==> config.mk <==
export PLATFORM = sky130hd
export DESIGN_NAME = cmp_update_ctrl
export DESIGN_NICKNAME = d
export VERILOG_FILES = /design/src/rtl/cmp_update_pkg.sv /design/src/rtl/cmp_slot.sv /design/src/rtl/cmp_lock_ctrl.sv /design/src/rtl/cmp_update_ctrl.sv
export SDC_FILE = /design/constraint.sdc
export NUM_CORES = 1
export LEC_CHECK = 0
export BUFFER_PORTS_ARGS = -buffer_cell sky130_fd_sc_hd__clkbuf_2
export CAP_MARGIN = 40
export CELL_PAD_IN_SITES_DETAIL_PLACEMENT = 1
export CELL_PAD_IN_SITES_GLOBAL_PLACEMENT = 1
export CORE_UTILIZATION = 35
export DETAILED_ROUTE_END_ITERATION = 10
export PLACE_DENSITY_LB_ADDON = 0.1
export SLEW_MARGIN = 20
export SYNTH_ARGS = -nofsm -noshare
export SYNTH_HDL_FRONTEND = slang
export SYNTH_SLANG_ARGS = --single-unit
export TNS_END_PERCENT = 10
==> constraint.sdc <==
create_clock -name clk -period 1.52 [get_ports clk]
set_clock_uncertainty 0.05 [all_clocks]
set_input_delay 0.304 -clock clk [delete_from_list [all_inputs] [get_ports clk]]
set_output_delay 0.304 -clock clk [all_outputs]
set_load 0.005 [all_outputs]
==> src/rtl/cmp_update_pkg.sv <==
package cmp_update_pkg;

    // What the lock flag does on the coming edge, in priority order.
    typedef enum logic [2:0] {
        LK_HOLD    = 3'd0,
        LK_FORCE   = 3'd1,
        LK_MANUAL  = 3'd2,
        LK_RELEASE = 3'd3,
        LK_REARM   = 3'd4
    } lock_evt_e;

    // Per-channel staging state.
    typedef struct packed {
        logic full;
        logic take;
    } slot_flags_t;

    // True when every enabled channel holds a pending value.
    function automatic logic enabled_all_pending(input logic [31:0] pend_v,
                                                 input logic [31:0] en_v,
                                                 input int unsigned n);
        logic ok;
        ok = 1'b1;
        for (int unsigned i = 0; i < n; i++) begin
            if (en_v[i] && !pend_v[i]) ok = 1'b0;
        end
        return ok;
    endfunction

endpackage

==> src/rtl/cmp_slot.sv <==
module cmp_slot
    import cmp_update_pkg::*;
#(
    parameter int CW = 16
) (
    input  logic          clk,
    input  logic          rst,
    input  logic          wr,
    input  logic [CW-1:0] wdata,
    input  logic          upd,
    input  logic          lock,
    output logic [CW-1:0] act_q,
    output logic          pend_q
);

    logic [CW-1:0] stg_q;
    slot_flags_t   fl;

    always_comb begin
        fl.take = upd && !lock && pend_q;
        fl.full = wr || (pend_q && !fl.take);
    end

    always_ff @(posedge clk) begin
        if (rst) begin
            stg_q  <= '0;
            act_q  <= '0;
            pend_q <= 1'b0;
        end else begin
            if (fl.take) act_q <= stg_q;
            if (wr)      stg_q <= wdata;
            pend_q <= fl.full;
        end
    end

    // a staging write always leaves the slot pending
    a_r2_write_pends: assert property (@(posedge clk) disable iff (rst)
        wr |=> pend_q);

    // a transfer without a concurrent write empties the slot
    a_r3_take_clears: assert property (@(posedge clk) disable iff (rst)
        (upd && !lock && pend_q && !wr) |=> !pend_q);

    // no active change while locked
    a_r4_locked_hold: assert property (@(posedge clk) disable iff (rst)
        lock |=> $stable(act_q));

    // a write in a transfer cycle stays pending
    a_r9_keep_new: assert property (@(posedge clk) disable iff (rst)
        (upd && !lock && wr) |=> pend_q);

endmodule

==> src/rtl/cmp_lock_ctrl.sv <==
module cmp_lock_ctrl
    import cmp_update_pkg::*;
(
    input  logic clk,
    input  logic rst,
    input  logic alock_wr,
    input  logic alock_wdata,
    input  logic lock_wr,
    input  logic lock_wdata,
    input  logic upd,
    input  logic all_ready,
    output logic lock_q,
    output logic auto_q
);

    lock_evt_e evt;

    always_comb begin
        evt = LK_HOLD;
        if (alock_wr && alock_wdata)          evt = LK_FORCE;
        else if (lock_wr)                     evt = LK_MANUAL;
        else if (auto_q && lock_q && all_ready) evt = LK_RELEASE;
        else if (auto_q && !lock_q && upd)    evt = LK_REARM;
    end

    always_ff @(posedge clk) begin
        if (rst) begin
            lock_q <= 1'b0;
            auto_q <= 1'b0;
        end else begin
            if (alock_wr) auto_q <= alock_wdata;
            unique case (evt)
                LK_FORCE:   lock_q <= 1'b1;
                LK_MANUAL:  lock_q <= lock_wdata;
                LK_RELEASE: lock_q <= 1'b0;
                LK_REARM:   lock_q <= 1'b1;
                default:    lock_q <= lock_q;
            endcase
        end
    end

    // enabling automatic lock raises the flag
    a_r5_force_lock: assert property (@(posedge clk) disable iff (rst)
        (alock_wr && alock_wdata) |=> lock_q);

    // release once all enabled channels are pending
    a_r6_release: assert property (@(posedge clk) disable iff (rst)
        (auto_q && lock_q && all_ready && !alock_wr && !lock_wr) |=> !lock_q);

    // re-arm after a transfer
    a_r7_rearm: assert property (@(posedge clk) disable iff (rst)
        (auto_q && !lock_q && upd && !alock_wr && !lock_wr) |=> lock_q);

    // without automatic lock only software moves the flag
    a_r8_manual_only: assert property (@(posedge clk) disable iff (rst)
        (!auto_q && !alock_wr && !lock_wr) |=> $stable(lock_q));

    // manual write wins over release and re-arm
    a_r10_manual_wins: assert property (@(posedge clk) disable iff (rst)
        (lock_wr && !(alock_wr && alock_wdata)) |=> (lock_q == $past(lock_wdata)));

endmodule

==> src/rtl/cmp_update_ctrl.sv <==
module cmp_update_ctrl
    import cmp_update_pkg::*;
#(
    parameter int NCH = 3,
    parameter int CW  = 16
) (
    input  logic              clk,
    input  logic              rst,
    input  logic [NCH-1:0]    stg_wr,
    input  logic [NCH*CW-1:0] stg_wdata,
    input  logic [NCH-1:0]    ch_en,
    input  logic              alock_wr,
    input  logic              alock_wdata,
    input  logic              lock_wr,
    input  logic              lock_wdata,
    input  logic              upd,
    output logic [NCH*CW-1:0] act_val,
    output logic [NCH-1:0]    pend,
    output logic              lock
);

    localparam int PADW = 32 - NCH;

    logic lock_q;
    logic auto_q;
    logic all_ready;

    always_comb begin
        all_ready = enabled_all_pending({{PADW{1'b0}}, pend},
                                        {{PADW{1'b0}}, ch_en}, NCH);
    end

    for (genvar k = 0; k < NCH; k++) begin : g_slot
        cmp_slot #(.CW(CW)) u_slot (
            .clk    (clk),
            .rst    (rst),
            .wr     (stg_wr[k]),
            .wdata  (stg_wdata[k*CW +: CW]),
            .upd    (upd),
            .lock   (lock_q),
            .act_q  (act_val[k*CW +: CW]),
            .pend_q (pend[k])
        );
    end

    cmp_lock_ctrl u_lock (
        .clk         (clk),
        .rst         (rst),
        .alock_wr    (alock_wr),
        .alock_wdata (alock_wdata),
        .lock_wr     (lock_wr),
        .lock_wdata  (lock_wdata),
        .upd         (upd),
        .all_ready   (all_ready),
        .lock_q      (lock_q),
        .auto_q      (auto_q)
    );

    assign lock = lock_q;

    // first cycle after reset shows the cleared state
    a_r1_reset_state: assert property (@(posedge clk)
        $past(rst) |-> (act_val == '0 && pend == '0 && !lock));

endmodule

Yosys cells after proc, flatten, opt, wreduce, memory -nomap -nowiden
Index checks and enable logic that the tools add are counted.
Widths: inputs -> output; s select.

storage, ports and cells
  bits of input ports = 61
  register bits after elaboration = 101
  output and inout port bits = 52
  logic and storage cells = 50

cells by class
  reductions and logical operators = 27
  eq/ne operators = 4
  muxes and demuxes = 8

operator list
  kind                number
  $logic_and 1x1->1   15
  $mux 3              4
  $logic_not 1->1     7
  $eq 3x2->1 const B  2
  $eq 3x1->1 const B  1
  $eq 3x3->1 const B  1
  $logic_or 1x1->1    3
  $mux 1              3
  $pmux 1 s3          1
  $reduce_bool 3->1   1
  $reduce_or 2->1     1

Longest topological paths before layout
Gate-level depths: netlist of run 1.

  depth after elaboration = 12
  mapped depth = 6
  depth with buffers taken out = 3

By module
From an unflattened synthesis of run 1, not the netlist that was laid out.

second synthesis, totals
  cells, all modules = 394
  area, all modules = 3,792.4 sq um

modules (own cells, without submodules)
  module           sequential area each (sq um)  times used  cells an instance  area an instance (sq um)
  cmp_slot         660.6                         3           127                1,227.4
  cmp_lock_ctrl    40.0                          1           9                  88.8
  cmp_update_ctrl  0.0                           1           4                  21.3

Worst setup path after synthesis of run 1
OpenSTA, ideal clock, no wires.

  path kind = input -> register
  from = in upd
  to = reg g_slot[2].u_slot.act_q[11]
  arrival time = 0.991 ns
  path slack = 0.343 ns
  required time = 1.334 ns
  library setup time = 0.136 ns
  path buffers = 3
  cell stages on the path = 6
  cell sequence = buf_4 and3b_1 buf_4 buf_6 nand2_1 a21oi_2

on the way
  word-level cells in the longest chain between the ends = 2

RTL lines
  item                             line                   RTL
  start, declared                  cmp_update_ctrl.sv:16  input logic upd,
  $logic_and 1x1->1 (2 in series)  cmp_slot.sv:20         fl.take = upd && !lock && pend_q;
  end signal, assigned             cmp_slot.sv:30         if (fl.take) act_q <= stg_q;
  end, declared                    cmp_slot.sv:12         output logic [CW-1:0] act_q,

Every way passes these cells.
A chain may end at the register's enable or synchronous reset.

Worst setup path after layout of run 1
  from = reg u_lock.lock_q
  to = out lock

RTL lines
  item                    line                   RTL
  start, declared         cmp_lock_ctrl.sv:12    output logic lock_q,
  start signal, assigned  cmp_lock_ctrl.sv:34    LK_MANUAL: lock_q <= lock_wdata;
  start signal, assigned  cmp_lock_ctrl.sv:37    default: lock_q <= lock_q;
  end, declared           cmp_update_ctrl.sv:19  output logic lock

No word-level cell between the ends.

==> results of run 1 <==
## report_power, final
part / internal [mW] / total (mW) / switching [mW]
logic: 0.222 / 0.465 / 0.243
clock network: 1.02 / 1.93 / 0.907
registers: 2.75 / 2.81 / 0.0626
## cells in the mapped netlist
| cell | instances | area, um2 |
|---|---|---|
| a21oi_1 | 29 | 145.1 |
| a21oi_2 | 24 | 210.2 |
| a221oi_1 | 1 | 8.760 |
| and3b_1 | 3 | 26.28 |
| buf_1 | 5 | 18.77 |
| buf_12 | 1 | 20.02 |
| buf_2 | 6 | 30.03 |
| buf_4 | 11 | 82.58 |
| buf_6 | 4 | 45.04 |
| clkbuf_1 | 3 | 11.26 |
| dfxtp_1 | 101 | 2022 |
| inv_1 | 1 | 3.750 |
| mux2i_1 | 48 | 480.5 |
| nand2_1 | 87 | 326.6 |
| nand2_2 | 10 | 62.56 |
| nand2b_1 | 2 | 12.51 |
| nand3b_2 | 3 | 33.78 |
| nor2_1 | 51 | 191.4 |
| nor2b_1 | 4 | 25.02 |
| o21a_1 | 1 | 7.510 |
| o41ai_1 | 1 | 8.760 |
## worst max-delay path by stage
stage,end,start,slack (ns),cells after the start
global route,g_slot[2].u_slot.act_q[5]$_SDFFE_PP0P_,u_lock.lock_q$_SDFFE_PP0P_,0.12,3
global placement,g_slot[2].u_slot.act_q[13]$_SDFFE_PP0P_,u_lock.lock_q$_SDFFE_PP0P_,0.22,3
CTS,lock,u_lock.lock_q$_SDFFE_PP0P_,0.16,1
detailed placement,g_slot[2].u_slot.act_q[6]$_SDFFE_PP0P_,u_lock.lock_q$_SDFFE_PP0P_,0.20,3
finish,lock,u_lock.lock_q$_SDFFE_PP0P_,0.18,1
floorplan,g_slot[2].u_slot.act_q[11]$_SDFFE_PP0P_,upd,0.34,6
## final cells by class
class,instances,area [um2],share of cell area
Sequential cell,101,2022,0.4319
Multi-Input combinational cell,264,1539,0.3287
Timing Repair Buffer,122,713.2,0.1523
Tap cell,136,170.2,0.03634
Clock buffer,11,151.4,0.03234
Clock inverter,5,82.58,0.01764
Inverter,1,3.754,0.0008017
## flip-flops by register name, summed over array words and instances (netlist names)
| register | count |
|---|---|
| g_slot.u_slot.act_q | 48 |
| u_lock.auto_q | 1 |
| g_slot.u_slot.stg_q | 48 |
| u_lock.lock_q | 1 |
| g_slot.u_slot.pend_q | 3 |
## routing by layer
layer / share of wire / GRT usage / routed length, um
met5: 0 / 0 / 0
met2: 0.46 / 0.2764 / 4115
met3: 0.062 / 0.04947 / 556
met1: 0.47 / 0.2124 / 4176
met4: 0.011 / 0.04960 / 97
## cell families after synthesis
logic type / count (synthesis) / synth area share
and+or+nand+nor: 160 / 0.1798
muxes: 48 / 0.1274
AOI/OAI and AO/OA: 56 / 0.1008
DFF: 101 / 0.5360
buffers and inverters: 31 / 0.05605
==> results.json, run 1 <==
{
  "fmax_mhz": 744.1,
  "status": "finished, final reports clean",
  "total_power_mw": 5.206,
  "syn2layout_area_growth_pct": 24.11,
  "worstPathMaxFanout": 9,
  "worstSetupPathType": "register to output port",
  "die_width_um": 105.8,
  "start_util": 0.3638,
  "cap_violations": 0,
  "grt_max_degree": 27,
  "drive_above_1_share": 0.3472,
  "p_per_area_nw_per_um2": 1112,
  "first_iter_violations": 54,
  "antenna_found_initial": 0,
  "cp_data_required_time_ns": 1.17,
  "crit_buf_inv": 1,
  "place_congestion": 0.7220,
  "nNetsFinal": 560,
  "finalSetupViolations": 0,
  "antenna_cells": 0,
  "final_cells": 640,
  "numCtsBuffers": 9,
  "period_minus_slack_ns": 1.344,
  "synth-seq-cells": 101,
  "core-area_um2": 10370,
  "vias_per_cell": 4.630,
  "clk_latency_ns": 0.35,
  "rsz0062_at_grt": "false",
  "cts_tree": "done",
  "slowest_stage": "dfxtp_1",
  "reg2reg_depth": 3,
  "cp_cell_sequence": "clkbuf_2",
  "hpwl_um": 6296,
  "layout_commonest_cell": "clkbuf_2",
  "layout_common_cells": "clkbuf_2, dfxtp_1, nand2_1, nor2_1, mux2i_1",
  "row_count": 37,
  "antenna_left": 0,
  "seq_area_frac_synth": 0.5360,
  "hold_slack_ns": 0.1336,
  "cp-end-kind": "output port",
  "worstMarginPinSlew_ns": 0.6265,
  "wl_um": 8945,
  "vias": 2963,
  "slowest_delay_ns": 0.46,
  "die-height_um": 105.8,
  "drv_slew": 0,
  "arrival_ns": 0.99,
  "die-area_um2": 11200,
  "r2r_start": "u_lock.lock_q$_SDFFE_PP0P_",
  "io_buffers": 112,
  "rr_endpoint": "g_slot[2].u_slot.act_q[11]$_SDFFE_PP0P_",
  "hold_viol": 0,
  "firstDrtPassIters": 4,
  "drc": 0,
  "grt_pass1_wl_um": 14880,
  "timing.final.crit_share": 0.8842,
  "relSlewSlack": 0.5823,
  "place_area_um2": 4448,
  "grt_pass1_vias": 3061,
  "cts_hold_buf": 0,
  "netlist_instances": 396,
  "clk_pin_slew_ns": 0.09,
  "final_area_um2": 4682,
  "setup-tns-final_ns": 0,
  "peakVddDrop_v": 0.0005086,
  "post_cts_buffers": 0,
  "crit_family": "flip-flops",
  "clock-sinks": 101,
  "syn-cell-area_um2": 3772,
  "finish.utilization": 0.4515,
  "yosysWarnings": 0,
  "cts_resized": 0,
  "hp-class": "input port to register",
  "h-tree-depth": 3,
  "layout_setup_ws_ns": 0.1760,
  "grt_use_total": 0.1681,
  "n_fill_cell": 1244,
  "num_io_pins": 113,
  "min_path_cells": 3,
  "postSynthAreaPerCell_um2": 9.526,
  "gr-total-overflow": 0,
  "synth_fp_nets": 457,
  "crit_path_start_kind": "register",
  "leakagePower_nw": 2.060,
  "hp-start": "stg_wdata[22]",
  "min_to": "g_slot[1].u_slot.stg_q[6]$_SDFFE_PP0P_",
  "clk_path_buf_depth": 2,
  "yosysUniqueCellTypes": 21,
  "ff2ff_setup_slack_ns": 0.23,
  "placedCellCount": 624,
  "preCtsSetupSlack_ns": 0.1950,
  "clock-root-buffer": "clkbuf_8",
  "wire_per_inst_um": 13.98
}
No activity file was read; power rests on OpenSTA's default activity.
==> run 2, diff against run 1 <==
--- a/config.mk
+++ b/config.mk
@@ -9,7 +9,7 @@
 export CAP_MARGIN = 40
 export CELL_PAD_IN_SITES_DETAIL_PLACEMENT = 1
 export CELL_PAD_IN_SITES_GLOBAL_PLACEMENT = 1
-export CORE_UTILIZATION = 35
+export CORE_UTILIZATION = 38
 export DETAILED_ROUTE_END_ITERATION = 10
 export PLACE_DENSITY_LB_ADDON = 0.1
 export SLEW_MARGIN = 20
==> run 2 against run 1 <==
Against the previous run:
- clock power shrank 11%
- die area shrank 7.8%
- register-to-register slack is essentially flat
- global-route usage grew 1.2 points
- largest cell class unchanged
==> results.json, run 2 (synthesized netlist as in run 1, its figures left out) <==
{
  "hold_viol": 0,
  "nNetsFinal": 559,
  "drc": 0,
  "cap_violations": 0,
  "cp_data_required_time_ns": 1.17,
  "worstPathMaxFanout": 9,
  "die-area_um2": 10330,
  "relSlewSlack": 0.5952,
  "timing.final.crit_share": 0.8854,
  "finalSetupViolations": 0,
  "grt_use_total": 0.1800,
  "crit_path_start_kind": "register",
  "crit_family": "flip-flops",
  "wl_um": 8790,
  "cts_tree": "done",
  "rsz0062_at_grt": "false",
  "wire_per_inst_um": 13.91,
  "hp-start": "stg_wdata[12]",
  "reg.largest.list": "g_slot.u_slot.act_q x48, g_slot.u_slot.stg_q x48, g_slot.u_slot.pend_q x3",
  "drive_above_1_share": 0.3439,
  "antenna_left": 0,
  "layout_commonest_cell": "clkbuf_2",
  "cp-end-kind": "output port",
  "antenna_found_initial": 0,
  "slowest_delay_ns": 0.46,
  "cts_hold_buf": 0,
  "worstSetupPathType": "register to output port",
  "crit_buf_inv": 1,
  "n_fill_cell": 1155,
  "slowest_stage": "dfxtp_1",
  "period_minus_slack_ns": 1.346,
  "core-area_um2": 9415,
  "place_congestion": 0.7118,
  "grt_pass1_wl_um": 14230,
  "vias_per_cell": 4.676,
  "die-height_um": 101.6,
  "num_io_pins": 113,
  "clk_latency_ns": 0.36,
  "row_count": 35,
  "grt_max_degree": 53,
  "setup-tns-final_ns": 0,
  "syn2layout_area_growth_pct": 21.79,
  "cts_resized": 0,
  "status": "finished, final reports clean",
  "cp_cell_sequence": "clkbuf_2",
  "die_width_um": 101.6,
  "worstMarginPinSlew_ns": 0.6072,
  "total_power_mw": 4.978,
  "gr-total-overflow": 0,
  "post_cts_buffers": 0,
  "clk_pin_slew_ns": 0.10,
  "vias": 2955,
  "clock-root-buffer": "clkbuf_8",
  "fmax_mhz": 743.0,
  "leakagePower_nw": 2.018,
  "peakVddDrop_v": 0.0005897,
  "numCtsBuffers": 9,
  "arrival_ns": 0.99,
  "antenna_cells": 0,
  "hp-class": "input port to register",
  "layout_common_cells": "clkbuf_2, dfxtp_1, nand2_1, nor2_1, mux2i_1",
  "firstDrtPassIters": 6,
  "io_buffers": 112,
  "p_per_area_nw_per_um2": 1083,
  "critPathLaunch": "u_lock.lock_q$_SDFFE_PP0P_",
  "first_iter_violations": 36,
  "drv_slew": 0,
  "start_util": 0.4007,
  "h-tree-depth": 3,
  "r2r_start": "u_lock.lock_q$_SDFFE_PP0P_",
  "hpwl_um": 6230,
  "grt_pass1_vias": 3041,
  "clock-sinks": 101,
  "clk_path_buf_depth": 2
}
[run 2: final cells by class]
| type | instances | area, um2 | area share |
|---|---|---|---|
| well taps | 129 | 161.4 | 0.03513 |
| inverters | 1 | 3.754 | 0.0008170 |
| clock inverters | 5 | 58.81 | 0.01280 |
| flip-flops and latches | 101 | 2022 | 0.4401 |
| multi-input cells | 264 | 1539 | 0.3350 |
| clock buffers | 11 | 141.4 | 0.03077 |
| repair buffers | 121 | 668.1 | 0.1454 |
[run 2: report_power, final]
part | internal, mW | switching (mW) | leakage [nW] | total (mW)
sequential | 2.75 | 0.0629 | 0.826 | 2.81
combinational | 0.211 | 0.238 | 1.10 | 0.448
clock | 0.811 | 0.906 | 0.0959 | 1.72
[run 2: routing by layer]
metal | up-vias | track usage | routed length (um)
li1 | 1484 | - | -
met1 | 1391 | 0.2090 | 3984
met2 | 72 | 0.3170 | 4245
met3 | 8 | 0.05728 | 472
met4 | 0 | 0.05017 | 87
met5 | - | 0 | 0
[run 2: final timing paths]
| kind | end | slack, ns | depth (start not counted) |
|---|---|---|---|
| setup / recovery | lock | 0.17 | 1 |
| hold / removal | g_slot[0].u_slot.stg_q[12]$_SDFFE_PP0P_ | 0.13 | 3 |
| setup reg to reg | g_slot[0].u_slot.act_q[9]$_SDFFE_PP0P_ | 0.24 | 3 |
| hold reg to reg | g_slot[0].u_slot.act_q[2]$_SDFFE_PP0P_ | 0.40 | 2 |
[run 2: metrics by stage]
step,instance area (um2),cells,utilization,setup slack (ns),hold WS (ns)
after global placement,4394,616,0.4667,0.2253,0.3874
after CTS,4594,632,0.4880,0.1458,0.1041
after detailed placement,4394,616,0.4667,0.2256,0.3956
after floorplan,3772,396,-,0.3427,0.3812
final,4594,632,0.4880,0.1741,0.1251
after global routing,4594,632,0.4880,0.09374,0.1219
